### src/rtl/ind_est_pkg.sv
package ind_est_pkg;
  localparam int unsigned DEF_DUTY_W    = 8;
  localparam int unsigned DEF_VCODE_W   = 10;
  localparam int unsigned DEF_COEF_W    = 16;
  localparam int unsigned DEF_COEF_FRAC = 14;
  localparam int unsigned DEF_GAIN_W    = 16;
  localparam int unsigned DEF_GAIN_FRAC = 8;
  localparam int unsigned DEF_EST_W     = 16;
endpackage

### src/rtl/est_vin_hold.sv
module est_vin_hold #(
  parameter int unsigned VCODE_W = 10
) (
  input  logic               clk,
  input  logic               rst,
  input  logic               vin_load,
  input  logic [VCODE_W-1:0] vin_code,
  output logic [VCODE_W-1:0] vin_eff
);
  logic [VCODE_W-1:0] vin_held;

  // a sample arriving with the load flag is usable in the same clock
  assign vin_eff = vin_load ? vin_code : vin_held;

  always_ff @(posedge clk) begin
    if (rst) vin_held <= '0;
    else if (vin_load) vin_held <= vin_code;
  end

  assert_vin_hold_R2: assert property (@(posedge clk) disable iff (rst)
    !vin_load |=> $stable(vin_held));
  assert_vin_clear_R1: assert property (@(posedge clk) disable iff (rst)
    $past(rst) |-> (vin_held == '0));
endmodule

### src/rtl/est_avg_volt.sv
module est_avg_volt #(
  parameter int unsigned DUTY_W  = 8,
  parameter int unsigned VCODE_W = 10
) (
  input  logic                      clk,
  input  logic                      rst,
  input  logic                      strobe,
  input  logic [DUTY_W-1:0]         duty,
  input  logic [VCODE_W-1:0]        vin_eff,
  input  logic [VCODE_W-1:0]        vout_code,
  output logic signed [VCODE_W:0]   vl_avg,
  output logic                      vl_valid
);
  localparam int unsigned PROD_W = DUTY_W + VCODE_W;

  logic [PROD_W-1:0]       prod;
  logic [VCODE_W-1:0]      on_part;
  logic signed [VCODE_W:0] diff;

  // full-width product, then drop the duty fraction bits
  assign prod    = PROD_W'(duty) * PROD_W'(vin_eff);
  assign on_part = VCODE_W'(prod >> DUTY_W);
  assign diff    = $signed({1'b0, on_part}) - $signed({1'b0, vout_code});

  always_ff @(posedge clk) begin
    if (rst) begin
      vl_avg   <= '0;
      vl_valid <= 1'b0;
    end else begin
      vl_valid <= strobe;
      if (strobe) vl_avg <= diff;
    end
  end

  assert_avg_hold_R3: assert property (@(posedge clk) disable iff (rst)
    !strobe |=> $stable(vl_avg));
  assert_avg_follow_R7: assert property (@(posedge clk) disable iff (rst)
    strobe |=> vl_valid);
endmodule

### src/rtl/est_iir_core.sv
module est_iir_core #(
  parameter int unsigned IN_W      = 11,
  parameter int unsigned COEF_W    = 16,
  parameter int unsigned COEF_FRAC = 14,
  parameter int unsigned GAIN_W    = 16,
  parameter int unsigned GAIN_FRAC = 8,
  parameter int unsigned EST_W     = 16
) (
  input  logic                     clk,
  input  logic                     rst,
  input  logic                     in_valid,
  input  logic signed [IN_W-1:0]   x_in,
  input  logic signed [COEF_W-1:0] coef_fb,
  input  logic signed [COEF_W-1:0] coef_in,
  input  logic signed [GAIN_W-1:0] gain_g,
  output logic                     est_valid,
  output logic signed [EST_W-1:0]  est_out
);
  localparam int unsigned SUM_W = IN_W + 1;
  localparam int unsigned SCL_W = SUM_W + GAIN_W;
  localparam int unsigned FWD_W = SCL_W + COEF_W;
  localparam int unsigned FB_W  = EST_W + COEF_W + GAIN_FRAC;
  localparam int unsigned ACC_W = ((FWD_W > FB_W) ? FWD_W : FB_W) + 2;
  localparam int unsigned FRAC  = COEF_FRAC + GAIN_FRAC;
  localparam logic signed [ACC_W-1:0] OMAX = (ACC_W'(1) <<< (EST_W - 1)) - ACC_W'(1);
  localparam logic signed [ACC_W-1:0] OMIN = ~OMAX;
  localparam logic signed [ACC_W-1:0] HALF = ACC_W'(1) <<< (FRAC - 1);

  logic signed [IN_W-1:0]  x_prev;
  logic signed [SUM_W-1:0] x_sum;
  logic signed [SCL_W-1:0] scaled;
  logic signed [ACC_W-1:0] fwd, fb, acc, rnd, q;
  logic signed [EST_W-1:0] y_next;

  assign x_sum  = SUM_W'(x_in) + SUM_W'(x_prev);
  assign scaled = SCL_W'(x_sum) * SCL_W'(gain_g);
  assign fwd    = ACC_W'(scaled) * ACC_W'(coef_in);
  // align feedback product to the COEF_FRAC+GAIN_FRAC scale of the input path
  assign fb     = (ACC_W'(est_out) * ACC_W'(coef_fb)) <<< GAIN_FRAC;
  assign acc    = fwd + fb;
  assign rnd    = acc + HALF;
  assign q      = rnd >>> FRAC;

  always_comb begin
    if (q > OMAX)      y_next = OMAX[EST_W-1:0];
    else if (q < OMIN) y_next = OMIN[EST_W-1:0];
    else               y_next = q[EST_W-1:0];
  end

  always_ff @(posedge clk) begin
    if (rst) begin
      x_prev    <= '0;
      est_out   <= '0;
      est_valid <= 1'b0;
    end else begin
      est_valid <= in_valid;
      if (in_valid) begin
        est_out <= y_next;
        x_prev  <= x_in;
      end
    end
  end

  assert_valid_pulse_R7: assert property (@(posedge clk) disable iff (rst)
    in_valid |=> est_valid);
  assert_valid_idle_R7: assert property (@(posedge clk) disable iff (rst)
    !in_valid |=> !est_valid);
  assert_out_hold_R7: assert property (@(posedge clk) disable iff (rst)
    !in_valid |=> $stable(est_out));
  assert_state_clear_R1: assert property (@(posedge clk) disable iff (rst)
    $past(rst) |-> (est_out == '0 && x_prev == '0 && !est_valid));
endmodule

### src/rtl/ind_cur_est.sv
module ind_cur_est
  import ind_est_pkg::*;
#(
  parameter int unsigned DUTY_W    = DEF_DUTY_W,
  parameter int unsigned VCODE_W   = DEF_VCODE_W,
  parameter int unsigned COEF_W    = DEF_COEF_W,
  parameter int unsigned COEF_FRAC = DEF_COEF_FRAC,
  parameter int unsigned GAIN_W    = DEF_GAIN_W,
  parameter int unsigned GAIN_FRAC = DEF_GAIN_FRAC,
  parameter int unsigned EST_W     = DEF_EST_W
) (
  input  logic                     clk,
  input  logic                     rst,
  input  logic                     cyc_strobe,
  input  logic [DUTY_W-1:0]        duty_cmd,
  input  logic [VCODE_W-1:0]       vout_code,
  input  logic                     vin_load,
  input  logic [VCODE_W-1:0]       vin_code,
  input  logic signed [COEF_W-1:0] coef_fb,
  input  logic signed [COEF_W-1:0] coef_in,
  input  logic signed [GAIN_W-1:0] gain_g,
  output logic                     est_valid,
  output logic signed [EST_W-1:0]  est_cur
);
  localparam int unsigned VL_W = VCODE_W + 1;

  logic [VCODE_W-1:0]      vin_eff;
  logic signed [VL_W-1:0]  vl_avg;
  logic                    vl_valid;
  logic signed [COEF_W-1:0] fb_sh, in_sh;
  logic signed [GAIN_W-1:0] g_sh;

  est_vin_hold #(.VCODE_W(VCODE_W)) u_vin (
    .clk(clk), .rst(rst), .vin_load(vin_load), .vin_code(vin_code), .vin_eff(vin_eff)
  );

  est_avg_volt #(.DUTY_W(DUTY_W), .VCODE_W(VCODE_W)) u_avg (
    .clk(clk), .rst(rst), .strobe(cyc_strobe), .duty(duty_cmd), .vin_eff(vin_eff),
    .vout_code(vout_code), .vl_avg(vl_avg), .vl_valid(vl_valid)
  );

  // coefficient snapshot taken at the cycle boundary only
  always_ff @(posedge clk) begin
    if (rst) begin
      fb_sh <= '0;
      in_sh <= '0;
      g_sh  <= '0;
    end else if (cyc_strobe) begin
      fb_sh <= coef_fb;
      in_sh <= coef_in;
      g_sh  <= gain_g;
    end
  end

  est_iir_core #(
    .IN_W(VL_W), .COEF_W(COEF_W), .COEF_FRAC(COEF_FRAC),
    .GAIN_W(GAIN_W), .GAIN_FRAC(GAIN_FRAC), .EST_W(EST_W)
  ) u_iir (
    .clk(clk), .rst(rst), .in_valid(vl_valid), .x_in(vl_avg),
    .coef_fb(fb_sh), .coef_in(in_sh), .gain_g(g_sh),
    .est_valid(est_valid), .est_out(est_cur)
  );

  assert_coef_boundary_R8: assert property (@(posedge clk) disable iff (rst)
    !cyc_strobe |=> ($stable(fb_sh) && $stable(in_sh) && $stable(g_sh)));
  assert_coef_take_R9: assert property (@(posedge clk) disable iff (rst)
    cyc_strobe |=> (fb_sh == $past(coef_fb) && in_sh == $past(coef_in) && g_sh == $past(gain_g)));
endmodule

### config.mk
export PLATFORM = sky130hd
export DESIGN_NAME = ind_cur_est
export DESIGN_NICKNAME = d
export VERILOG_FILES = /design/src/rtl/ind_est_pkg.sv /design/src/rtl/est_vin_hold.sv /design/src/rtl/est_avg_volt.sv /design/src/rtl/est_iir_core.sv /design/src/rtl/ind_cur_est.sv
export SDC_FILE = /design/constraint.sdc
export NUM_CORES = 2
export LEC_CHECK = 0
export BUFFER_PORTS_ARGS = -buffer_cell sky130_fd_sc_hd__buf_2
export CAP_MARGIN = 15
export CORE_AREA = 8 8 354 356
export DETAILED_ROUTE_END_ITERATION = 12
export DIE_AREA = 0 0 362 364
export GPL_ROUTABILITY_DRIVEN = 0
export HOLD_SLACK_MARGIN = 0.03
export PLACE_DENSITY = 0.51
export SETUP_SLACK_MARGIN = 0.1
export SYNTH_ARGS = -nofsm -noshare
export SYNTH_HDL_FRONTEND = slang
export SYNTH_SLANG_ARGS = --single-unit
### constraint.sdc
create_clock -name clk -period 14.55 [get_ports clk]
set_clock_uncertainty 0.1 [all_clocks]
set_input_delay 2.1825 -clock clk [delete_from_list [all_inputs] [get_ports clk]]
set_output_delay 2.1825 -clock clk [all_outputs]
set_load 0.03 [all_outputs]
* After elaboration in Yosys (flattened, before gate mapping) *
Cells that the tools add are included.

storage, ports and cells
  flip-flop bits (word level) = 98
  input bits = 80
  word-level logic and storage cells = 22
  output and inout port bits = 17

operators by class
  add/subtract/negate cells = 4
  multiply operators = 4
  multiplexer cells = 3
  order comparisons = 2

operator list
  operator                  number
  $add A46 B23 Y46 const B  1
  $add A46 B46 Y46          1
  $mul A28 B16 Y44          1
  $mul A16 B16 Y32          1
  $mux W16                  2
  $mul A12 B16 Y28          1
  $gt A24 B16 Y1 const B    1
  $lt A24 B16 Y1 const B    1
  $mul A8 B10 Y18           1
  $add A11 B11 Y12          1
  $sub A10 B10 Y11          1
  $mux W10                  1

* Depth between registers and ports, before layout *
  depth in word-level cells = 8
  gate-level depth with buffers = 76
  mapped depth without buffers = 73

* Cells and area by module *
A second synthesis with hierarchy kept.

second synthesis, totals
  cell total of the unflattened synthesis = 4445
  area, all modules = 40251.1 µm²

modules (own cells, without submodules)
  module        area an instance (µm²)  instances  cells an instance  seq. area each (µm²)
  est_iir_core  34745.8                 1          3868               560.5
  est_avg_volt  3352.0                  1          391                240.2
  ind_cur_est   1729.2                  1          155                960.9
  est_vin_hold  424.2                   1          31                 200.2

* Worst setup path after synthesis *
No wires, ideal clock.

  path type = register to register
  start point = register u_avg.vl_avg[0]
  end point = register u_iir.est_out[4]
  arrival = 15.382 ns
  setup slack = -1.007 ns
  cell stages (with the launch flop) = 67
  buffers on the path = 2
  setup time = 0.074 ns
  clock period less this slack = 15.557 ns
  cell sequence = dfxtp_1 ha_1 inv_1 fa_1 nor2b_1 o21ai_0 a21boi_0 o21ai_0 nand2_1 a21o_1 a21o_1 xor2_1 clkbuf_1 nand2_1 fa_1 inv_1 fa_1 fa_1 (+31 left out) a2111oi_0 nor3_1 a21o_1 xor2_1 ha_1 ha_1 clkbuf_1 inv_1 a221oi_1 nand2_1 or2_2 a2111o_1 o211ai_1 nand4_1 and4b_1 and3_1 a21oi_1 a31oi_1

on the way
  word-level cells in the longest chain between the ends = 8
  elaborated cells on any way between the ends = 9
  those cells by class = add/sub (3); mul (2); order compare (2); mux (2)

ends and longest elaborated chain
  item                    RTL line            source
  start, declared         est_avg_volt.sv:11  output logic signed [VCODE_W:0] vl_avg,
  start signal, assigned  est_avg_volt.sv:31  if (strobe) vl_avg <= diff;
  $add A11 B11 Y12 (*)    est_iir_core.sv:35  assign x_sum = SUM_W'(x_in) + SUM_W'(x_prev);
  $mul A12 B16 Y28 (*)    est_iir_core.sv:36  assign scaled = SCL_W'(x_sum) * SCL_W'(gain_g);
  $mul A28 B16 Y44 (*)    est_iir_core.sv:37  assign fwd = ACC_W'(scaled) * ACC_W'(coef_in);
  $add A46 B46 Y46 (*)    est_iir_core.sv:40  assign acc = fwd + fb;
  $add A46 B23 Y46 (*)    est_iir_core.sv:41  assign rnd = acc + HALF;
  $lt A24 B16 Y1          est_iir_core.sv:46  else if (q < OMIN) y_next = OMIN[EST_W-1:0];
  $mux W16                est_iir_core.sv:46
  $mux W16 (*)            est_iir_core.sv:45  if (q > OMAX) y_next = OMAX[EST_W-1:0];
  end signal, assigned    est_iir_core.sv:58  est_out <= y_next;
  end, declared           est_iir_core.sv:17  output logic signed [EST_W-1:0] est_out

Mark *: on every way between the ends. The rest lies on a longest branch, timed or not.
A chain may end at the register's enable or synchronous reset.

* Final worst setup path *
  start point = register u_iir.x_prev[2]
  end point = register u_iir.est_out[6]

on the way
  word-level cells in the longest chain between the ends = 8
  elaborated cells on any way between the ends = 9
  those cells by class = add/sub (3); mul (2); order compare (2); mux (2)

ends and longest elaborated chain
  item                    RTL line            source
  start, declared         est_iir_core.sv:29  logic signed [IN_W-1:0] x_prev;
  start signal, assigned  est_iir_core.sv:59  x_prev <= x_in;
  $add A11 B11 Y12 (*)    est_iir_core.sv:35
  $mul A12 B16 Y28 (*)    est_iir_core.sv:36
  $mul A28 B16 Y44 (*)    est_iir_core.sv:37
  $add A46 B46 Y46 (*)    est_iir_core.sv:40
  $add A46 B23 Y46 (*)    est_iir_core.sv:41
  $lt A24 B16 Y1          est_iir_core.sv:46
  $mux W16                est_iir_core.sv:46
  $mux W16 (*)            est_iir_core.sv:45

Marked as above.

==> run metrics <==
top library cells by usage in the layout, fill and taps aside sky130_fd_sc_hd__inv_1, sky130_fd_sc_hd__fa_1, sky130_fd_sc_hd__nand2_1, sky130_fd_sc_hd__buf_4, sky130_fd_sc_hd__ha_1; number of library cell types mapped by synthesis 80; CP Data Arrival Time 15.35 ns; Netlist Area Pre-Place between 0.04 and 0.05 sq mm; portion of the post-synthesis area used by sequential elements under 10%; portion of synthesized cell area occupied by the leading cell type 43.8%; largest net degree at the start of global routing 68; sequential standard cell area 0.00197 sq mm; number of instances in the synthesized netlist 4758; number of synthesized register bits 98; maximum clock frequency 66.2 MHz; number of core rows between 100 and 150; Worst-path clk slew 0.09 ns; die extent in x 362 um; Ports 97; number of antenna violations at the first check in global routing 3; library cell with the largest summed area after synthesis sky130_fd_sc_hd__fa_1; via/cell ratio 4.75; fraction of final layout cells with drive strength greater than 1 16.2%; initial core utilization 34.9%; number of synthesized flops with an enable pin 0; sum of overflow across all layers after global routing 0; WL per Instance 16.9 um; Most used DFF post-synth sky130_fd_sc_hd__dfxtp_1; crit end category register; total detailed-routing wirelength 114000 um; Max Cap Viol 0; overall die height about 360 um; worst max-slew margin expressed relative to the limit a little over a third; Floorplan Core Area approximately 0.12 sq mm; TritonCTS Buffers 9; crit path time final roughly 15 ns; H-tree depth reported by CTS 3; Final HPWL DP 95100 um; clock root buffer sky130_fd_sc_hd__clkbuf_16; data required time at the worst endpoint ~15 ns; via count about 32000; result of the run finished, violations left; Port Buffers 96; synthesis warning total 0; multi-input gate area in the final layout 0.0361 sq mm; vias in the first global route 34731; mean instance size in the synthesized netlist 8.75 sq um; largest incremental delay on the critical path between 0.5 and 0.6 ns; Worst Setup Path Type register to register; setup repair after global routing missed its margin yes; Die Footprint 0.132 sq mm; leading cell type in the layout, fill and taps excluded sky130_fd_sc_hd__inv_1; synth-to-layout area growth 17.0%; Min Hold Slack between 0.3 and 0.4 ns; post-route ant nets 0; wire length of the first global-routing pass 189000 um; failing checks negative setup slack; worst skew pair latency 0.44 ns; Final Cycle Share 104%; drt initial violations 1321; Nets 6518; Crit path top cell by count sky130_fd_sc_hd__fa_1; maximum fanout along the worst path 8; overall fraction of global-route tracks in use 17.8%; TritonCTS clock tree done; hold buffer count at CTS 0; router iterations before antenna repair 6; slowest CP cell sky130_fd_sc_hd__fa_2; remaining routing DRC violations 0; async set or reset register ratio after synthesis 0%; net count after synthesis between 6000 and 7000; number of sinks driven by the clock tree 98; Fill cells 12102; Critical Path Source Type register; Hold WC Path Type register to register; cell types occupying the most area after synthesis sky130_fd_sc_hd__fa_1, sky130_fd_sc_hd__ha_1, sky130_fd_sc_hd__inv_1; count of endpoints failing hold in the final timing report 0; maximum root-to-sink buffer count 2; least setup slack across all paths after layout -0.558 ns; number of setup violations in the final report 16; max-slew violation total from the final report 0; pin slew with the least headroom to its limit 0.979 ns
-- final cells by class --
cell class / instances / area share [%]
multi-input combinational: 3396 / 74.0
inverter: 1058 / 8.15
clock buffer: 11 / 0.498
antenna: 3 / 0.0154
timing repair buffer: 587 / 9.02
clock inverter: 5 / 0.0899
sequential: 98 / 4.04
tap: 1612 / 4.14
-- cells by family after synthesis --
| group | count (synthesis) | synth area share, % |
|---|---|---|
| adder cells (fa/ha/maj) | 1288 | 55.1 |
| multiplexers | 84 | 2.05 |
| flip-flops | 98 | 4.71 |
| AO/OA/AOI/OAI | 404 | 6.45 |
| buffers and inverters | 1264 | 11.4 |
| XOR/XNOR | 142 | 3.00 |
| AND/OR/NAND/NOR | 1478 | 17.2 |
-- worst max-delay path, delay by kind of cell, from the launching register on --
family                     cells  cell delay, ns
DFF                            1            0.33
buffers and inverters         12            1.36
xor gates and xnor gates       2            0.29
AOI/OAI and AO/OA             27            4.77
and+or+nand+nor                7            1.42
adders and majority gates     16            6.72
-- sequential cells by signal, summed over array words and instances (netlist names) --
| signal | count |
|---|---|
| fb_sh | 16 |
| g_sh | 16 |
| in_sh | 16 |
| u_avg.vl_avg | 11 |
| u_avg.vl_valid | 1 |
| u_iir.est_out | 16 |
| u_iir.est_valid | 1 |
| u_iir.x_prev | 11 |
| u_vin.vin_held | 10 |
-- Yosys cell counts (4+ instances only) --
cell type,n
sky130_fd_sc_hd__nand2b_1,77
sky130_fd_sc_hd__xnor2_1,102
sky130_fd_sc_hd__a21boi_0,12
sky130_fd_sc_hd__nand4_1,27
sky130_fd_sc_hd__nor3_1,30
sky130_fd_sc_hd__ha_1,377
sky130_fd_sc_hd__nor4_1,7
sky130_fd_sc_hd__buf_1,19
sky130_fd_sc_hd__o31ai_1,7
sky130_fd_sc_hd__nand2_1,618
sky130_fd_sc_hd__a21oi_1,113
sky130_fd_sc_hd__and2_1,309
sky130_fd_sc_hd__xor2_1,39
sky130_fd_sc_hd__or3_1,9
sky130_fd_sc_hd__a31o_2,5
sky130_fd_sc_hd__fa_1,911
sky130_fd_sc_hd__inv_1,1058
sky130_fd_sc_hd__nor2b_1,59
sky130_fd_sc_hd__a21o_1,53
sky130_fd_sc_hd__a211o_1,5
sky130_fd_sc_hd__nor3b_1,10
sky130_fd_sc_hd__or2_2,9
sky130_fd_sc_hd__o311ai_0,4
sky130_fd_sc_hd__a41o_1,4
sky130_fd_sc_hd__mux2_2,10
sky130_fd_sc_hd__and3_1,43
sky130_fd_sc_hd__nand3_1,35
sky130_fd_sc_hd__clkbuf_1,184
sky130_fd_sc_hd__o21a_1,28
sky130_fd_sc_hd__o21ai_0,79
sky130_fd_sc_hd__a31oi_1,10
sky130_fd_sc_hd__mux2i_1,74
sky130_fd_sc_hd__o211ai_1,7
sky130_fd_sc_hd__a211oi_1,24
sky130_fd_sc_hd__dfxtp_1,98
sky130_fd_sc_hd__and4_1,7
sky130_fd_sc_hd__o21bai_1,11
sky130_fd_sc_hd__nor2_1,216
sky130_fd_sc_hd__or3b_2,8
-- path summary, 6_finish.rpt --
kind / slack (ns) / cells after the start / to / startpoint
max: -0.56 / 64 / u_iir.est_out[6] / u_iir.x_prev[2]
min: 0.40 / 2 / in_sh[9] / in_sh[9]
max reg2reg: -0.56 / 64 / u_iir.est_out[6] / u_iir.x_prev[2]
min reg2reg: 0.40 / 2 / in_sh[9] / in_sh[9]
-- routing by layer --
metal / global-route usage [%] / share of wire [%] / vias to the layer above
met2: 31.8 / 51 / 491
met4: 3.37 / 1.8 / 0
met1: 23.7 / 44 / 16501
li1: - / - / 15108
met3: 1.63 / 3.1 / 90
met5: 0 / 0 / -
-- stage by stage --
step	setup TNS, ns	utilization, %	worst slack, ns	cell area, sq um	instances
4_1_cts	-6.97	40.4	-0.451	48200	6754
3_5_place_dp	-13.49	39.4	-0.892	47000	6702
2_1_floorplan	0	-	0.102	41900	4758
6_report	-8.09	40.8	-0.558	48700	6770
5_1_grt	-18.28	40.8	-1.18	48700	6768
3_3_place_gp	-11.37	39.4	-0.724	47000	6702
-- timing repair --
item / CTS / global route
hold endpoints to repair: 0 / 0
setup buffers: 36 / 12
gates cloned: 0 / 2
pin swaps: 97 / 64
resized for setup: 130 / 89
endpoints found under the setup margin: 16 / 16
Power is left out: the tool's default activity adds up to more than one toggle a clock period on the data nets, which glitch-free logic cannot reach.
